--- src/rtl/ptg_pkg.sv ---
package ptg_pkg;
  localparam int MODE_W = 2;

  typedef struct packed {
    logic invert;
    logic gen_on;
  } ptg_mode_t;
endpackage

--- src/rtl/ptg_period_timer.sv ---
module ptg_period_timer #(
  parameter int TW = 16
) (
  input  logic          clk,
  input  logic          rst_n,
  input  logic          run,
  input  logic [TW-1:0] per_len,
  input  logic [TW-1:0] low_len,
  output logic          period_end,
  output logic          in_high
);
  localparam logic [TW-1:0] ONE = TW'(1);

  logic [TW-1:0] tick_q;
  logic [TW-1:0] last_tick;

  // a zero period wraps to all ones, i.e. 2**TW ticks
  assign last_tick  = per_len - ONE;
  assign period_end = run && (tick_q == last_tick);
  assign in_high    = (tick_q >= low_len);

  always_ff @(posedge clk or negedge rst_n) begin
    if (!rst_n)                 tick_q <= '0;
    else if (!run || period_end) tick_q <= '0;
    else                        tick_q <= tick_q + ONE;
  end

  AST_TMR_WRAP: assert property (@(posedge clk) disable iff (!rst_n)
    period_end |=> (tick_q == '0));
  AST_TMR_HELD: assert property (@(posedge clk) disable iff (!rst_n)
    !run |=> (tick_q == '0));
endmodule

--- src/rtl/ptg_count_ctl.sv ---
module ptg_count_ctl #(
  parameter int YW = 32
) (
  input  logic          clk,
  input  logic          rst_n,
  input  logic          run,
  input  logic          period_end,
  input  logic          y_wr,
  input  logic [YW-1:0] y_data,
  output logic          busy,
  output logic          evt
);
  localparam logic [YW-1:0] ONE = YW'(1);

  logic [YW-1:0] y_q, y_nx;
  logic          busy_nx, evt_nx;

  always_comb begin
    y_nx    = y_q;
    busy_nx = busy;
    evt_nx  = evt;
    if (period_end && busy && (y_q != '0)) y_nx = y_q - ONE;
    if (y_wr) y_nx = y_data;
    // the state of the next period is decided only at a boundary
    if (period_end) busy_nx = (y_nx != '0);
    if (period_end && busy && (y_nx == '0) && !y_wr) evt_nx = 1'b1;
    if (y_wr) evt_nx = 1'b0;
    if (!run) begin
      y_nx    = '0;
      busy_nx = 1'b0;
      evt_nx  = 1'b0;
    end
  end

  always_ff @(posedge clk or negedge rst_n) begin
    if (!rst_n) begin
      y_q  <= '0;
      busy <= 1'b0;
      evt  <= 1'b0;
    end else begin
      y_q  <= y_nx;
      busy <= busy_nx;
      evt  <= evt_nx;
    end
  end

  AST_OFF_CLEAR: assert property (@(posedge clk) disable iff (!rst_n)
    !run |=> ((y_q == '0) && !busy && !evt));
  AST_Y_STEADY: assert property (@(posedge clk) disable iff (!rst_n)
    (run && !y_wr && !period_end) |=> $stable(y_q));
  AST_Y_LIVE: assert property (@(posedge clk) disable iff (!rst_n)
    (run && y_wr) |=> (y_q == $past(y_data)));
  AST_EVT_CLEAR: assert property (@(posedge clk) disable iff (!rst_n)
    (run && y_wr) |=> !evt);
  AST_EVT_AFTER_RUN: assert property (@(posedge clk) disable iff (!rst_n)
    $rose(evt) |-> $past(busy));
endmodule

--- src/rtl/ptg_out_mux.sv ---
module ptg_out_mux (
  input  logic gen_on,
  input  logic invert,
  input  logic busy,
  input  logic in_high,
  input  logic evt,
  input  logic out_reg,
  input  logic pin_in,
  output logic pin_o,
  output logic evt_o
);
  logic raw_lvl;

  assign raw_lvl = busy && in_high;
  assign pin_o   = gen_on ? (raw_lvl ^ invert) : out_reg;
  assign evt_o   = gen_on ? evt : pin_in;
endmodule

--- src/rtl/ptg_pulse_train.sv ---
module ptg_pulse_train import ptg_pkg::*; #(
  parameter int TW = 16,
  parameter int YW = 32
) (
  input  logic              clk,
  input  logic              rst_n,
  input  logic              mode_wr,
  input  logic [MODE_W-1:0] mode_data,
  input  logic              x_wr,
  input  logic [2*TW-1:0]   x_data,
  input  logic              y_wr,
  input  logic [YW-1:0]     y_data,
  input  logic              en,
  input  logic              out_reg,
  input  logic              pin_in,
  output logic              pin_o,
  output logic              evt_o
);
  ptg_mode_t     mode_q;
  logic [TW-1:0] per_len_q, low_len_q;
  logic          run, period_end, in_high, busy, evt;

  always_ff @(posedge clk or negedge rst_n) begin
    if (!rst_n) begin
      mode_q    <= '0;
      per_len_q <= '0;
      low_len_q <= '0;
    end else begin
      if (mode_wr) mode_q <= ptg_mode_t'(mode_data);
      if (x_wr) begin
        per_len_q <= x_data[TW-1:0];
        low_len_q <= x_data[2*TW-1:TW];
      end
    end
  end

  assign run = en && mode_q.gen_on;

  ptg_period_timer #(.TW(TW)) u_timer (
    .clk(clk), .rst_n(rst_n), .run(run),
    .per_len(per_len_q), .low_len(low_len_q),
    .period_end(period_end), .in_high(in_high)
  );

  ptg_count_ctl #(.YW(YW)) u_count (
    .clk(clk), .rst_n(rst_n), .run(run), .period_end(period_end),
    .y_wr(y_wr), .y_data(y_data), .busy(busy), .evt(evt)
  );

  ptg_out_mux u_mux (
    .gen_on(mode_q.gen_on), .invert(mode_q.invert), .busy(busy),
    .in_high(in_high), .evt(evt), .out_reg(out_reg), .pin_in(pin_in),
    .pin_o(pin_o), .evt_o(evt_o)
  );

  AST_IDLE_LEVEL: assert property (@(posedge clk) disable iff (!rst_n)
    (mode_q.gen_on && !busy) |-> (pin_o == mode_q.invert));
endmodule

--- config.mk ---
export PLATFORM = sky130hd
export DESIGN_NAME = ptg_pulse_train
export DESIGN_NICKNAME = d
export VERILOG_FILES = /design/src/rtl/ptg_pkg.sv /design/src/rtl/ptg_period_timer.sv /design/src/rtl/ptg_count_ctl.sv /design/src/rtl/ptg_out_mux.sv /design/src/rtl/ptg_pulse_train.sv
export SDC_FILE = /design/constraint.sdc
export NUM_CORES = 1
export LEC_CHECK = 0
export BUFFER_PORTS_ARGS = -buffer_cell sky130_fd_sc_hd__buf_4
export CAP_MARGIN = 20
export CORE_ASPECT_RATIO = 0.6
export CORE_MARGIN = 1
export CORE_UTILIZATION = 45
export DETAILED_ROUTE_END_ITERATION = 12
export HOLD_SLACK_MARGIN = 0.12
export PLACE_DENSITY = 0.76
export SETUP_SLACK_MARGIN = 0.5
export SYNTH_ARGS = -nofsm -noshare
export SYNTH_HDL_FRONTEND = slang
export SYNTH_HIERARCHICAL = 1
export SYNTH_SLANG_ARGS = --single-unit
export TNS_END_PERCENT = 20
--- constraint.sdc ---
create_clock -name clk -period 4.5 [get_ports clk]
set_input_delay 0.45 -clock clk [delete_from_list [all_inputs] [get_ports clk]]
set_output_delay 0.45 -clock clk [all_outputs]
set_load 0.005 [all_outputs]
== Word-level counts from Yosys, hierarchy flattened ==
Index checks and enable logic that the tools add are counted.
W data, S select, Z words.

* Flip-flop bits (word level): 84
* Input bits: 74
* Output and inout bits: 2
* Word-level logic and storage cells: 40

* Add/sub/neg operators: 3
* $lt $le $gt $ge: 1
* Eq/ne operators: 3
* Mux-type cells: 11
* Bitwise gates (word level): 1
* Reductions and logical operators: 13

{| class="wikitable"
|+ Operators by type and width
! operator !! count
|-
| $mux W32 || 3
|-
| $reduce_bool A32 Y1 || 2
|-
| $logic_not A32 Y1 || 1
|-
| $sub A32 B1 Y32 const B || 1
|-
| $add A16 B1 Y16 const B || 1
|-
| $eq A16 B16 Y1 || 1
|-
| $ge A16 B16 Y1 || 1
|-
| $mux W16 || 1
|-
| $sub A16 B1 Y16 const B || 1
|-
| $logic_and A1 B1 Y1 || 7
|-
| $mux W1 || 7
|-
| $ne A3 B3 Y1 const B || 1
|-
| $logic_not A1 Y1 || 2
|-
| $ne A2 B2 Y1 const B || 1
|-
| $logic_or A1 B1 Y1 || 1
|-
| $xor A1 B1 Y1 || 1
|}

== Depth between registers and ports, before layout ==
* Word-level depth: 13
* Mapped depth: 16

== Cells and area by module ==
Netlist, hierarchy kept.

{| class="wikitable"
|+ Modules (own cells, without submodules)
! module !! instances !! cells each !! area each (um^2)
|-
| ptg_count_ctl || 1 || 306 || 2680.1
|-
| ptg_period_timer || 1 || 208 || 1766.7
|-
| ptg_pulse_train || 1 || 73 || 1423.9
|-
| ptg_out_mux || 1 || 5 || 38.8
|}

== Least setup slack after synthesis ==
Ideal clock, no wire load.

* Path kind: register to register
* From: register per_len_q[0]
* To: register u_count.busy
* Library setup time: 0.154 ns
* Data arrival time: 4.622 ns
* Required time: 4.346 ns
* Path slack: -0.276 ns
* Stages on the path, launching flop included: 17
* Cell sequence: dfrtp_1 > inv_1 > ha_1 > or3b_2 > or4_4 > a2111oi_4 > o2111ai_1 > nor4b_1 > and2_1 > clkbuf_1 > nand2_1 > nor4_1 > mux2i_1 > o211ai_1 > o31a_1 > nor4_1 > a31oi_1

* Cells in the longest elaborated chain, start to end: 10
* Elaborated cells between the ends (all ways): 11
* Classes of those cells: add/sub (1); eq/ne (2); mux (4); reduce/logical (4)

{| class="wikitable"
|+ Ends and longest elaborated chain
! what !! RTL line !! RTL
|-
| start, declared || ptg_pulse_train.sv:20 || <nowiki>logic [TW-1:0] per_len_q, low_len_q;</nowiki>
|-
| start signal, assigned || ptg_pulse_train.sv:31 || <nowiki>per_len_q <= x_data[TW-1:0];</nowiki>
|-
| $sub A16 B1 Y16 (*) || ptg_period_timer.sv:18 || <nowiki>assign last_tick = per_len - ONE;</nowiki>
|-
| $eq A16 B16 Y1 (*) || ptg_period_timer.sv:19 || <nowiki>assign period_end = run && (tick_q == last_tick);</nowiki>
|-
| $logic_and A1 B1 Y1 (*) || ptg_period_timer.sv:19 ||
|-
| net period_end || ptg_pulse_train.sv:21 || <nowiki>logic run, period_end, in_high, busy, evt;</nowiki>
|-
| $logic_and A1 B1 Y1 (2 in series) || ptg_count_ctl.sv:22 || <nowiki>if (period_end && busy && (y_q != '0)) y_nx = y_q - ONE;</nowiki>
|-
| $mux W32 || ptg_count_ctl.sv:22 ||
|-
| $mux W32 || ptg_count_ctl.sv:23 || <nowiki>if (y_wr) y_nx = y_data;</nowiki>
|-
| $reduce_bool A32 Y1 || ptg_count_ctl.sv:25 || <nowiki>if (period_end) busy_nx = (y_nx != '0);</nowiki>
|-
| $mux W1 || ptg_count_ctl.sv:25 ||
|-
| $mux W1 || ptg_count_ctl.sv:28 || <nowiki>if (!run) begin</nowiki>
|-
| end signal, assigned || ptg_count_ctl.sv:42 || <nowiki>busy <= busy_nx;</nowiki>
|-
| end, declared || ptg_count_ctl.sv:10 || <nowiki>output logic busy,</nowiki>
|}

Mark *: on every way through the listed nets, which the timed path passes. The rest lies on a longest branch. The select of a mux whose other input is x is not followed.
A chain may end at the register's enable or synchronous reset.

== Worst setup path in the final report ==
* From: register per_len_q[1]
* To: register u_count.busy

Same word-level chain as after synthesis.

==> flow_summary.yaml <==
placed_design:
  dp_hpwl_um: 13900
  portBuffers: 75
  place.gp.congestion: 0.952
  placed_cells: 835
  dp_slack_ps: -186
power_and_ir_drop:
  leakagePower_nw: 3.30
  power.total_mw: 2.21
  power_density_mw_per_mm2: 304
  irDropWorstVdd_uv: 165
synthesis:
  synth_common_cells: "dfrtp_1, nor2_1, mux2_4, nand2_1"
  synthesis.nets: 686
  seq_area_frac_synth_pct: 35.6
  syn_inst: 592
  synth_edf_count: 0
  yosys_warnings: 6
  yosysMostFrequentCell: "dfrtp_1"
  synth_top_area_share_pct: 35.6
  synth.largest_area_cell: "dfrtp_1"
  async_flop_share_pct: 100
  synth.distinct_cells: 81
  syn-cell-area_mm2: 0.00591
  synth-seq-cells: 84
  synthTopCellsByArea: "dfrtp_1, mux2_4, ha_1"
  synth-main-ff-cell: "dfrtp_1"
  syn_area_per_cell_um2: 9.98
finish:
  drive_above_1_share_pct: 33.7
  stdcell_count: 858
  n_fill_cell: 1121
  ff_latch_area_mm2: 0.00210
  antennaDiodeCount: 0
  area_growth_syn_to_layout_pct: 23.4
  multi_input_area_mm2: 0.00376
  final_util_pct: 56.9
  nets: 777
setup_path:
  worst_r2r_startpoint: "per_len_q[1]"
  crit_end: "u_count/busy"
  setup.worst_path.start: "per_len_q[1]"
  cp_slowest_cell: "or4_4"
  cpPeakStageDelay_ps: 510
  crit_buf_inv: 3
  path_class: "flip-flop to flip-flop"
  crit_fanout: 5
  r2r_slack_ps: 170
  cp-start-kind: "flip-flop"
  critPathTopFamily: "simple AND/OR/NAND/NOR gates"
  r2r_cells: 17
  crit_path_end_kind: "flip-flop"
  cp_cell_sequence: "inv_1 > ha_2 > or3b_4 > or4_4 > a2111oi_4 > o2111ai_2 > nor4b_4 > and2_4 > buf_6 > buf_4 > nand3_1 > nor4_1 > mux2i_1 > a21oi_2 > nand4_1 > nor4_2 > a31oi_1"
  rr_endpoint: "u_count/busy"
  cp_num_cells: 17
  required_ps: 4710
  critPathArrivalTime_ps: 4530
global_route:
  grt_pass1_vias: 4992
  track_usage_pct: 27.8
  grt_max_degree: 50
  antenna_found_initial: 0
  overflow: 0
  grt_pass1_wl_um: 28500
timing:
  finalWorstSetupSlack_ps: 173
  tightest_slew_ps: 773
  relSlewSlack_pct: 48.1
  hold-worst-slack_ps: 115
  setup_violations: 0
  hold_viol_final: 0
  finalWorstPathRequiredPeriod_ps: 4330
  fin_crit_sh_pct: 96.2
  skew_ps: 9.75
  fmax_ghz: 0.231
  slew_violations: 0
  rsz0062_at_grt: "yes"
die:
  die_y_um: 90.8
  ios: 76
  die_x_um: 150
  core_area_mm2: 0.0128
  rows: 32
  initial_utilization_pct: 46.1
  fp.dieArea_mm2: 0.0136
route:
  routed_wl_um: 18400
  post-route-drc-count: 0
  vias: 5174
  ant_nets: 0
  viasPerCell: 6.03
  drt_iter0_drc: 502
  wire_per_inst_um: 21.5
  dr.pass1.iters: 5
cts:
  clk-insertion-delay-late_ps: 350
  clockBufferDepth: 2
  htree_levels: 3
  cts_tree: "built"
  cts_buffers: 9
  path_clk_slew_ps: 70
  cts_hold_buf: 0
  cts.root.buffer_cell: "clkbuf_16"
  cts.sinks: 84
status:
  status: "finished clean"
flow_run:
  maxCapViolations: 0
worst_hold_path:
  holdCritPathClass: "input pin to async pin"
-- worst register-to-register path, stage by stage, from the launching register on --
cell and delay, ps:
dfrtp_1 380, inv_1 60, ha_2 180, or3b_4 420, or4_4 510, a2111oi_4 350, o2111ai_2 190, nor4b_4 290
and2_4 250, buf_6 130, buf_4 130, nand3_1 80, nor4_1 230, mux2i_1 170, a21oi_2 190, nand4_1 170
nor4_2 320, a31oi_1 130
-- repair_timing --
action,in CTS,in global routing
setup buffers,0,7
cloned,0,0
gates resized for setup,7,27
pin swaps,3,7
endpoints found under the setup margin,4,12
-- flip-flops by register name (all words and copies together) (netlist names) --
signal / flops
u_timer/tick_q: 16
low_len_q: 16
u_count/y_q: 32
u_count/busy: 1
u_count/evt: 1
mode_q: 2
per_len_q: 16
-- cells in the final DEF (no fill, tap or decap), types with 9 or more instances in the layout --
cell type  synthesis  routed
clkbuf_16          0       9
dfrtp_1           84      84
nor4_1            18      13
nor3_1            18      16
inv_1             23      23
mux2_4            30      30
nand4_1           10      10
a31oi_1           10       9
o21ai_0           16      13
buf_4              0     105
nand3_1           19      17
nand2_1           26      24
xor2_1            23      23
nand2b_1          12      12
a21oi_1           20      19
nor2_1            48      48
xnor2_1           21      20
nor2_2            10      10
ha_1              20      19
-- worst min path at each step --
stage	cells past startpoint	slack, ps	endpoint
after global placement	1	490	u_count/y_q[15]
after floorplan	0	150	low_len_q[0]
final	1	120	u_count/y_q[15]
after detailed placement	1	500	u_count/y_q[17]
after global routing	1	160	u_count/y_q[17]
after CTS	1	130	u_count/y_q[17]
-- layer usage --
metal / GRT usage (%) / wire [um]
met1: 45.4 / 9540
met2: 35.6 / 7250
met3: 6.16 / 1480
met4: 6.06 / 157
met5: 0 / 0
-- cells by family (layout without fill, tap and decap cells) --
group                    after synthesis  count (layout)  share of synthesized area (%)
multiplexers                          44              44                           10.1
AO/OA/AOI/OAI                        108             108                           13.9
AND/OR/NAND/NOR                      241             241                           25.2
adder cells (fa/ha/maj)               20              20                           4.23
flip-flops                            84              84                           35.6
buffers and inverters                 51             147                           4.51
XOR/XNOR                              44              44                           6.52
-- power breakdown --
part	internal [mW]	switching [mW]
logic	0.229	0.303
clock network	0.494	0.335
registers	0.799	0.0520
total	1.52	0.691
-- area by class of cell --
| cell class | count | area share (%) |
|---|---|---|
| Timing Repair Buffer | 106 | 11.0 |
| Tap cell | 170 | 2.92 |
| Multi-Input combinational cell | 457 | 51.5 |
| Sequential cell | 84 | 28.8 |
| Clock inverter | 6 | 1.32 |
| Clock buffer | 10 | 3.14 |
| Inverter | 25 | 1.29 |
-- metrics by stage --
| step | area [um2] | setup TNS, ps |
|---|---|---|
| 6_report | 7290 | 0 |
| 5_1_grt | 7290 | 0 |
| 4_1_cts | 7100 | 0 |
| 3_5_place_dp | 6740 | -362 |
| 3_3_place_gp | 6740 | -91.9 |
| 2_1_floorplan | 5960 | 0 |
Note: power is estimated with default switching activity, not from simulation.
